File: src/rtl/bmcd_pkg.sv
package bmcd_pkg;
  typedef enum logic [1:0] {
    ST_IDLE = 2'd0,
    ST_ACQ  = 2'd1,
    ST_RUN  = 2'd2,
    ST_HALF = 2'd3
  } bmcd_state_e;
endpackage

File: src/rtl/bmcd_sync_edge.sv
module bmcd_sync_edge #(
  parameter int STAGES = 2
) (
  input  logic clk,
  input  logic rst_n,
  input  logic line_i,
  output logic edge_o
);
  logic [STAGES-1:0] sync_q;
  logic              prev_q;

  always_ff @(posedge clk or negedge rst_n) begin
    if (!rst_n) begin
      sync_q <= '0;
      prev_q <= 1'b0;
    end else begin
      sync_q <= {sync_q[STAGES-2:0], line_i};
      prev_q <= sync_q[STAGES-1];
    end
  end

  assign edge_o = sync_q[STAGES-1] ^ prev_q;
endmodule

File: src/rtl/bmcd_interval_cnt.sv
module bmcd_interval_cnt #(
  parameter int CNT_W = 8
) (
  input  logic             clk,
  input  logic             rst_n,
  input  logic             edge_i,
  input  logic             run_i,
  output logic [CNT_W-1:0] cnt_o
);
  logic [CNT_W-1:0] cnt_q;

  always_ff @(posedge clk or negedge rst_n) begin
    if (!rst_n)
      cnt_q <= '0;
    else if (edge_i)
      cnt_q <= {{(CNT_W-1){1'b0}}, 1'b1};
    else if (run_i && (cnt_q != '1))
      cnt_q <= cnt_q + 1'b1;
  end

  assign cnt_o = cnt_q;

  AST_CNT_FROZEN_ASLEEP: assert property (@(posedge clk) disable iff (!rst_n)
    (!run_i && !edge_i) |=> $stable(cnt_q));
endmodule

File: src/rtl/bmcd_period_fir.sv
module bmcd_period_fir #(
  parameter int CNT_W = 8,
  parameter int TAPS  = 4,
  localparam int TAP_W = $clog2(TAPS),
  localparam int SUM_W = CNT_W + TAP_W
) (
  input  logic             clk,
  input  logic             rst_n,
  input  logic             load_i,
  input  logic             push_i,
  input  logic [CNT_W-1:0] period_i,
  output logic [SUM_W-1:0] sum_o
);
  logic [CNT_W-1:0] taps_q [TAPS];

  for (genvar g = 0; g < TAPS; g++) begin : g_tap
    if (g == 0) begin : g_head
      always_ff @(posedge clk or negedge rst_n) begin
        if (!rst_n)                taps_q[g] <= '0;
        else if (load_i || push_i) taps_q[g] <= period_i;
      end
    end else begin : g_body
      always_ff @(posedge clk or negedge rst_n) begin
        if (!rst_n)      taps_q[g] <= '0;
        else if (load_i) taps_q[g] <= period_i;
        else if (push_i) taps_q[g] <= taps_q[g-1];
      end
    end
  end

  always_comb begin
    sum_o = '0;
    for (int i = 0; i < TAPS; i++)
      sum_o = sum_o + {{TAP_W{1'b0}}, taps_q[i]};
  end

  AST_RELOAD_FLAT: assert property (@(posedge clk) disable iff (!rst_n)
    load_i |=> (taps_q[0] == taps_q[TAPS-1]));

  if (TAPS > 1) begin : g_shift_chk
    AST_PUSH_SHIFTS: assert property (@(posedge clk) disable iff (!rst_n)
      (push_i && !load_i) |=> (taps_q[1] == $past(taps_q[0])));
  end
endmodule

File: src/rtl/bmcd_ctrl.sv
module bmcd_ctrl
  import bmcd_pkg::*;
#(
  parameter int CNT_W = 8,
  parameter int TAPS  = 4,
  localparam int TAP_W = $clog2(TAPS),
  localparam int SUM_W = CNT_W + TAP_W,
  localparam int CMP_W = SUM_W + 2
) (
  input  logic             clk,
  input  logic             rst_n,
  input  logic             edge_i,
  input  logic [CNT_W-1:0] cnt_i,
  input  logic [SUM_W-1:0] sum_i,
  output logic             run_o,
  output logic             load_o,
  output logic             push_o,
  output logic [CNT_W-1:0] period_o,
  output logic             bit_o,
  output logic             valid_o,
  output logic             ferr_o,
  output logic             gerr_o,
  output logic             sleep_o
);
  bmcd_state_e      state_q, state_d;
  logic [CNT_W-1:0] half_q, half_d;
  logic             bit_q, bit_d, valid_q, valid_d;
  logic             ferr_q, ferr_d, gerr_q, gerr_d;

  logic [CMP_W-1:0] cnt_x, sum3, thr, glim, ilim;
  logic [CNT_W:0]   hsum;
  logic             is_short, is_glitch, timeout;

  // decision points derived from the filtered sum
  assign cnt_x     = {{(CMP_W-CNT_W){1'b0}}, cnt_i};
  assign sum3      = {2'b00, sum_i} + {1'b0, sum_i, 1'b0};
  assign thr       = sum3 >> (TAP_W + 2);
  assign glim      = {2'b00, sum_i} >> (TAP_W + 2);
  assign ilim      = {1'b0, sum_i, 1'b0} >> TAP_W;
  assign is_short  = cnt_x < thr;
  assign is_glitch = cnt_x < glim;
  assign timeout   = (cnt_x > ilim) || (cnt_i == '1);
  assign hsum      = {1'b0, half_q} + {1'b0, cnt_i};

  always_comb begin
    state_d  = state_q;
    half_d   = half_q;
    load_o   = 1'b0;
    push_o   = 1'b0;
    period_o = cnt_i;
    bit_d    = 1'b0;
    valid_d  = 1'b0;
    ferr_d   = 1'b0;
    gerr_d   = 1'b0;
    unique case (state_q)
      ST_IDLE: if (edge_i) state_d = ST_ACQ;
      ST_ACQ: begin
        if (edge_i) begin
          load_o  = 1'b1;
          valid_d = 1'b1;
          state_d = ST_RUN;
        end else if (cnt_i == '1) begin
          state_d = ST_IDLE;
        end
      end
      ST_RUN: begin
        if (edge_i) begin
          if (is_glitch) begin
            gerr_d = 1'b1;
          end else if (!is_short) begin
            valid_d = 1'b1;
            push_o  = 1'b1;
          end else begin
            half_d  = cnt_i;
            state_d = ST_HALF;
          end
        end else if (timeout) begin
          state_d = ST_IDLE;
        end
      end
      ST_HALF: begin
        if (edge_i) begin
          state_d = ST_RUN;
          if (is_glitch) begin
            gerr_d = 1'b1;
          end else if (!is_short) begin
            ferr_d = 1'b1;
          end else begin
            valid_d  = 1'b1;
            bit_d    = 1'b1;
            push_o   = 1'b1;
            period_o = hsum[CNT_W] ? '1 : hsum[CNT_W-1:0];
          end
        end else if (timeout) begin
          state_d = ST_IDLE;
        end
      end
      default: state_d = ST_IDLE;
    endcase
  end

  always_ff @(posedge clk or negedge rst_n) begin
    if (!rst_n) begin
      state_q <= ST_IDLE;
      half_q  <= '0;
      bit_q   <= 1'b0;
      valid_q <= 1'b0;
      ferr_q  <= 1'b0;
      gerr_q  <= 1'b0;
    end else begin
      state_q <= state_d;
      half_q  <= half_d;
      bit_q   <= bit_d;
      valid_q <= valid_d;
      ferr_q  <= ferr_d;
      gerr_q  <= gerr_d;
    end
  end

  assign run_o   = (state_q != ST_IDLE);
  assign sleep_o = (state_q == ST_IDLE);
  assign bit_o   = bit_q;
  assign valid_o = valid_q;
  assign ferr_o  = ferr_q;
  assign gerr_o  = gerr_q;

  AST_STROBE_NEEDS_EDGE: assert property (@(posedge clk) disable iff (!rst_n)
    (valid_q || ferr_q || gerr_q) |-> $past(edge_i));
  AST_ONE_STROBE: assert property (@(posedge clk) disable iff (!rst_n)
    $onehot0({valid_q, ferr_q, gerr_q}));
  AST_FRAME_FROM_HALF: assert property (@(posedge clk) disable iff (!rst_n)
    ferr_q |-> ($past(state_q) == ST_HALF));
  AST_ONE_NEEDS_HALF: assert property (@(posedge clk) disable iff (!rst_n)
    (valid_q && bit_q) |-> ($past(state_q) == ST_HALF));
  AST_ASLEEP_HOLDS: assert property (@(posedge clk) disable iff (!rst_n)
    (state_q == ST_IDLE && !edge_i) |=> (state_q == ST_IDLE));
endmodule

File: src/rtl/bmc_rx_decoder.sv
module bmc_rx_decoder #(
  parameter int CNT_W       = 8,
  parameter int TAPS        = 4,
  parameter int SYNC_STAGES = 2
) (
  input  logic clk,
  input  logic rst_n,
  input  logic line_i,
  output logic bit_o,
  output logic bit_valid_o,
  output logic frame_err_o,
  output logic glitch_err_o,
  output logic sleep_o
);
  localparam int TAP_W = $clog2(TAPS);
  localparam int SUM_W = CNT_W + TAP_W;

  logic             edge_w, run_w, load_w, push_w;
  logic [CNT_W-1:0] cnt_w, period_w;
  logic [SUM_W-1:0] sum_w;

  bmcd_sync_edge #(.STAGES(SYNC_STAGES)) u_sync (
    .clk(clk), .rst_n(rst_n), .line_i(line_i), .edge_o(edge_w)
  );

  bmcd_interval_cnt #(.CNT_W(CNT_W)) u_cnt (
    .clk(clk), .rst_n(rst_n), .edge_i(edge_w), .run_i(run_w), .cnt_o(cnt_w)
  );

  bmcd_period_fir #(.CNT_W(CNT_W), .TAPS(TAPS)) u_fir (
    .clk(clk), .rst_n(rst_n), .load_i(load_w), .push_i(push_w),
    .period_i(period_w), .sum_o(sum_w)
  );

  bmcd_ctrl #(.CNT_W(CNT_W), .TAPS(TAPS)) u_ctrl (
    .clk(clk), .rst_n(rst_n), .edge_i(edge_w), .cnt_i(cnt_w), .sum_i(sum_w),
    .run_o(run_w), .load_o(load_w), .push_o(push_w), .period_o(period_w),
    .bit_o(bit_o), .valid_o(bit_valid_o), .ferr_o(frame_err_o),
    .gerr_o(glitch_err_o), .sleep_o(sleep_o)
  );

  AST_ASLEEP_SILENT: assert property (@(posedge clk) disable iff (!rst_n)
    sleep_o |-> !(bit_valid_o || frame_err_o || glitch_err_o));
endmodule

File: config.mk
export PLATFORM = sky130hd
export DESIGN_NAME = bmc_rx_decoder
export DESIGN_NICKNAME = d
export VERILOG_FILES = /design/src/rtl/bmcd_pkg.sv /design/src/rtl/bmcd_sync_edge.sv /design/src/rtl/bmcd_interval_cnt.sv /design/src/rtl/bmcd_period_fir.sv /design/src/rtl/bmcd_ctrl.sv /design/src/rtl/bmc_rx_decoder.sv
export SDC_FILE = /design/constraint.sdc
export NUM_CORES = 1
export LEC_CHECK = 0
export ABC_CLOCK_PERIOD_IN_PS = 7860
export BUFFER_PORTS_ARGS = -buffer_cell sky130_fd_sc_hd__buf_4
export CAP_MARGIN = 10
export CORE_MARGIN = 1.5
export CORE_UTILIZATION = 32
export DETAILED_ROUTE_END_ITERATION = 8
export MAX_ROUTING_LAYER = met4
export PLACE_DENSITY = 0.46
export SLEW_MARGIN = 25
export SYNTH_ARGS = -nofsm -noshare
export SYNTH_HDL_FRONTEND = slang
export SYNTH_SLANG_ARGS = --single-unit
export TNS_END_PERCENT = 5
File: constraint.sdc
create_clock -name clk -period 7.86 [get_ports clk]
set_input_delay 0.393 -clock clk [delete_from_list [all_inputs] [get_ports clk]]
set_output_delay 0.393 -clock clk [all_outputs]
set_load 0.03 [all_outputs]
==> results.json <==
{
  "status": "finished clean",
  "synthArstFlopShare": 1.00,
  "path_clk_slew_ps": 60,
  "dieHeight_um": 124,
  "dp_hpwl_mm": 7.49,
  "postCtsHoldBufs": 0,
  "firstDrtPassIters": 4,
  "use_met2": 0.236,
  "start_util": 0.332,
  "rr_startpoint": "u_fir.taps_q[17]",
  "timing.slew.headroom": 0.416,
  "slew_viol_final": 0,
  "cpMostUsedCell": "a21oi_1",
  "clockBufferDepth": 2,
  "coreArea_um2": 14000,
  "layout.nets": 550,
  "end_kind": "flop",
  "antenna_found_initial": 0,
  "r2r_cells": 32,
  "placementRows": 43,
  "power.internal_w": 0.00142,
  "hold_class": "input port to asynchronous set/reset pin",
  "finalSetupTns_ps": 0,
  "crit_fanout": 33,
  "switching_share": 0.440,
  "gp_congestion": 0.812,
  "yosysWarnings": 0,
  "ys_top_cells_by_count": "58 x inv_1, 57 x dfrtp_1, 51 x ha_1, 39 x nand2_1, 24 x o21ai_0",
  "final.setup.worst_slack_ps": 629,
  "n_antenna_cell": 0,
  "tightest_slew_ps": 873,
  "grt_util_met1": 0.201,
  "final_layout_size_suffix_gt1_frac": 0.124,
  "critPathMaxStageDelay_ps": 500,
  "overflow": 0,
  "finalSetupViolations": 0,
  "ir_drop_v": 0.000281,
  "area_growth_pct": 11.6,
  "via_per_inst": 5.05,
  "synth_area_um2": 4670,
  "io_buffers": 7,
  "cts_made_buffers": 9,
  "post_cts_buffers": 0,
  "die_w_um": 124,
  "syn_avg_cell_area_um2": 9.75,
  "final-hold-violation-count": 0,
  "cts_root_buf": "clkbuf_16",
  "finalCriticalPeriod_ps": 7230,
  "p_per_area_nw_per_um2": 487,
  "cp.required_ps": 8080,
  "grt_pass1_vias": 3585,
  "yosysSeqAreaShare": 0.306,
  "grt_setup_unrepaired": "no",
  "cp_data_arrival_time_ps": 7450,
  "instances_no_fill": 670,
  "start_kind": "flop",
  "p_clk_frac": 0.171,
  "wl_per_cell_um": 15.4,
  "finalCritPeriodShare": 0.920,
  "grt_busiest_layer": "met2",
  "worstSetupPathType": "flop to flop",
  "pre_cts_ws_ps": 287,
  "synth.top_cells.by_area": "dfrtp_1 31%, ha_1 14%, mux2_4 6.1%",
  "synth-edff-count": 0,
  "p_leak_nw": 2.78,
  "met3_usage": 0.0440,
  "cap_violations": 0,
  "cts_max_level": 3,
  "ant_nets": 0,
  "fillCellCount": 1406,
  "wirelength_mm": 10.3,
  "yosysUniqueCellTypes": 58,
  "place_area_um2": 4870,
  "synth_top_area_frac": 0.306,
  "synth_ff_type": "dfrtp_1",
  "ctsResizeCount": 0,
  "io_pins": 8,
  "first_iter_violations": 76,
  "grt_pass1_wl_mm": 17.5,
  "power_frac_comb": 0.658,
  "clock_latency_ps": 340,
  "yosys.area.top_type": "dfrtp_1",
  "yosysMostFrequentCell": "inv_1",
  "dr_total_vias": 3381,
  "p_total_w": 0.00254,
  "cts_num_sinks": 57,
  "placedCellCount": 654,
  "ys_ff_latch": 57,
  "max_freq_mhz": 138,
  "worst_clock_skew_ps": 7.57,
  "syn_inst": 479,
  "slowest_stage": "or3_2",
  "final_area_um2": 5210,
  "drc": 0,
  "dieArea_um2": 15300,
  "power_frac_seq": 0.171,
  "cts_tree": "built",
  "grt_max_degree": 58,
  "grt_use_total": 0.157,
  "timing.reg2reg.setup_slack_ps": 630,
  "power_switching_w": 0.00112,
  "r2r-end": "u_fir.taps_q[17]",
  "synth_nets": 544
}
==> cell families (layout without fill, tap and decap cells) <==
family / Yosys count / in the layout / synth area share
AO/OA/AOI/OAI: 101 / 101 / 0.147
AND/OR/NAND/NOR: 113 / 113 / 0.121
buffers and inverters: 74 / 85 / 0.0694
flip-flops: 57 / 57 / 0.306
multiplexers: 46 / 46 / 0.123
adder cells (fa/ha/maj): 65 / 65 / 0.191
XOR/XNOR: 23 / 23 / 0.0432
==> area by class of cell <==
class,count,area [um^2],share of cell area
inverter,58,218,0.0418
tap,180,225,0.0432
timing repair buffer,11,86.3,0.0166
sequential,57,1430,0.274
clock inverter,6,90.1,0.0173
multi-input combinational,348,2930,0.561
clock buffer,10,239,0.0459
==> stage by stage <==
stage | hold WS (ps) | util
floorplan | 97.4 | -
CTS | 140 | 0.370
finish | 86.0 | 0.371
global route | 140 | 0.371
global placement | 339 | 0.347
detailed placement | 337 | 0.347
==> power groups by stage <==
stage	combinational (W)	clock [W]	sequential, W
6_report	0.00167	0.000433	0.000435
5_1_grt	0.00189	0.000459	0.000447
4_1_cts	0.00169	0.000447	0.000436
3_5_place_dp	0.00167	0	0.000441
3_3_place_gp	0.00165	0	0.000441
2_1_floorplan	0.00141	0	0.000404
==> worst max-delay path by stage <==
stage / startpoint / slack [ps] / end
after global routing: u_fir.taps_q[17] / 30 / u_fir.taps_q[17]
after detailed placement: u_fir.taps_q[17] / 290 / u_fir.taps_q[17]
final: u_fir.taps_q[17] / 630 / u_fir.taps_q[17]
after CTS: u_fir.taps_q[17] / 240 / u_fir.taps_q[17]
after floorplan: u_fir.taps_q[17] / 1020 / u_fir.taps_q[0]
after global placement: u_fir.taps_q[17] / 440 / u_fir.taps_q[17]
==> layer usage <==
metal / share of wire / vias up
met4: 0.026 / 0
li1: - / 1674
met3: 0.035 / 21
met5: 0 / -
met2: 0.45 / 51
met1: 0.49 / 1635
==> critical path, delay by kind of cell (launching register included) <==
kind | cells | cell delay (ps)
AO/OA/AOI/OAI | 13 | 2340
flip-flops | 1 | 400
multiplexers | 2 | 520
adder cells (fa/ha/maj) | 5 | 1590
AND/OR/NAND/NOR | 7 | 1490
XOR/XNOR | 2 | 330
buffers and inverters | 3 | 390
==> registers in the layout, indices dropped and copies added, names as in the netlist <==
name and cells:
u_ctrl.ferr_o 1, u_ctrl.valid_o 1, u_sync.sync_q 2, u_ctrl.state_q 2, u_ctrl.gerr_o 1, u_sync.prev_q 1, u_cnt.cnt_o 8, u_ctrl.half_q 8
u_ctrl.bit_o 1, u_fir.taps_q 32
==> placed cells by master (no fill, tap or decap), types with 13 or more instances in the layout <==
| master | instances |
|---|---|
| dfrtp_1 | 57 |
| nor2_1 | 20 |
| ha_1 | 51 |
| mux2_4 | 19 |
| inv_1 | 58 |
| a21oi_1 | 21 |
| o21ai_0 | 22 |
| nand2_1 | 39 |
| mux2_1 | 14 |
| a21o_1 | 13 |
No activity file was read; power rests on OpenSTA's default activity.
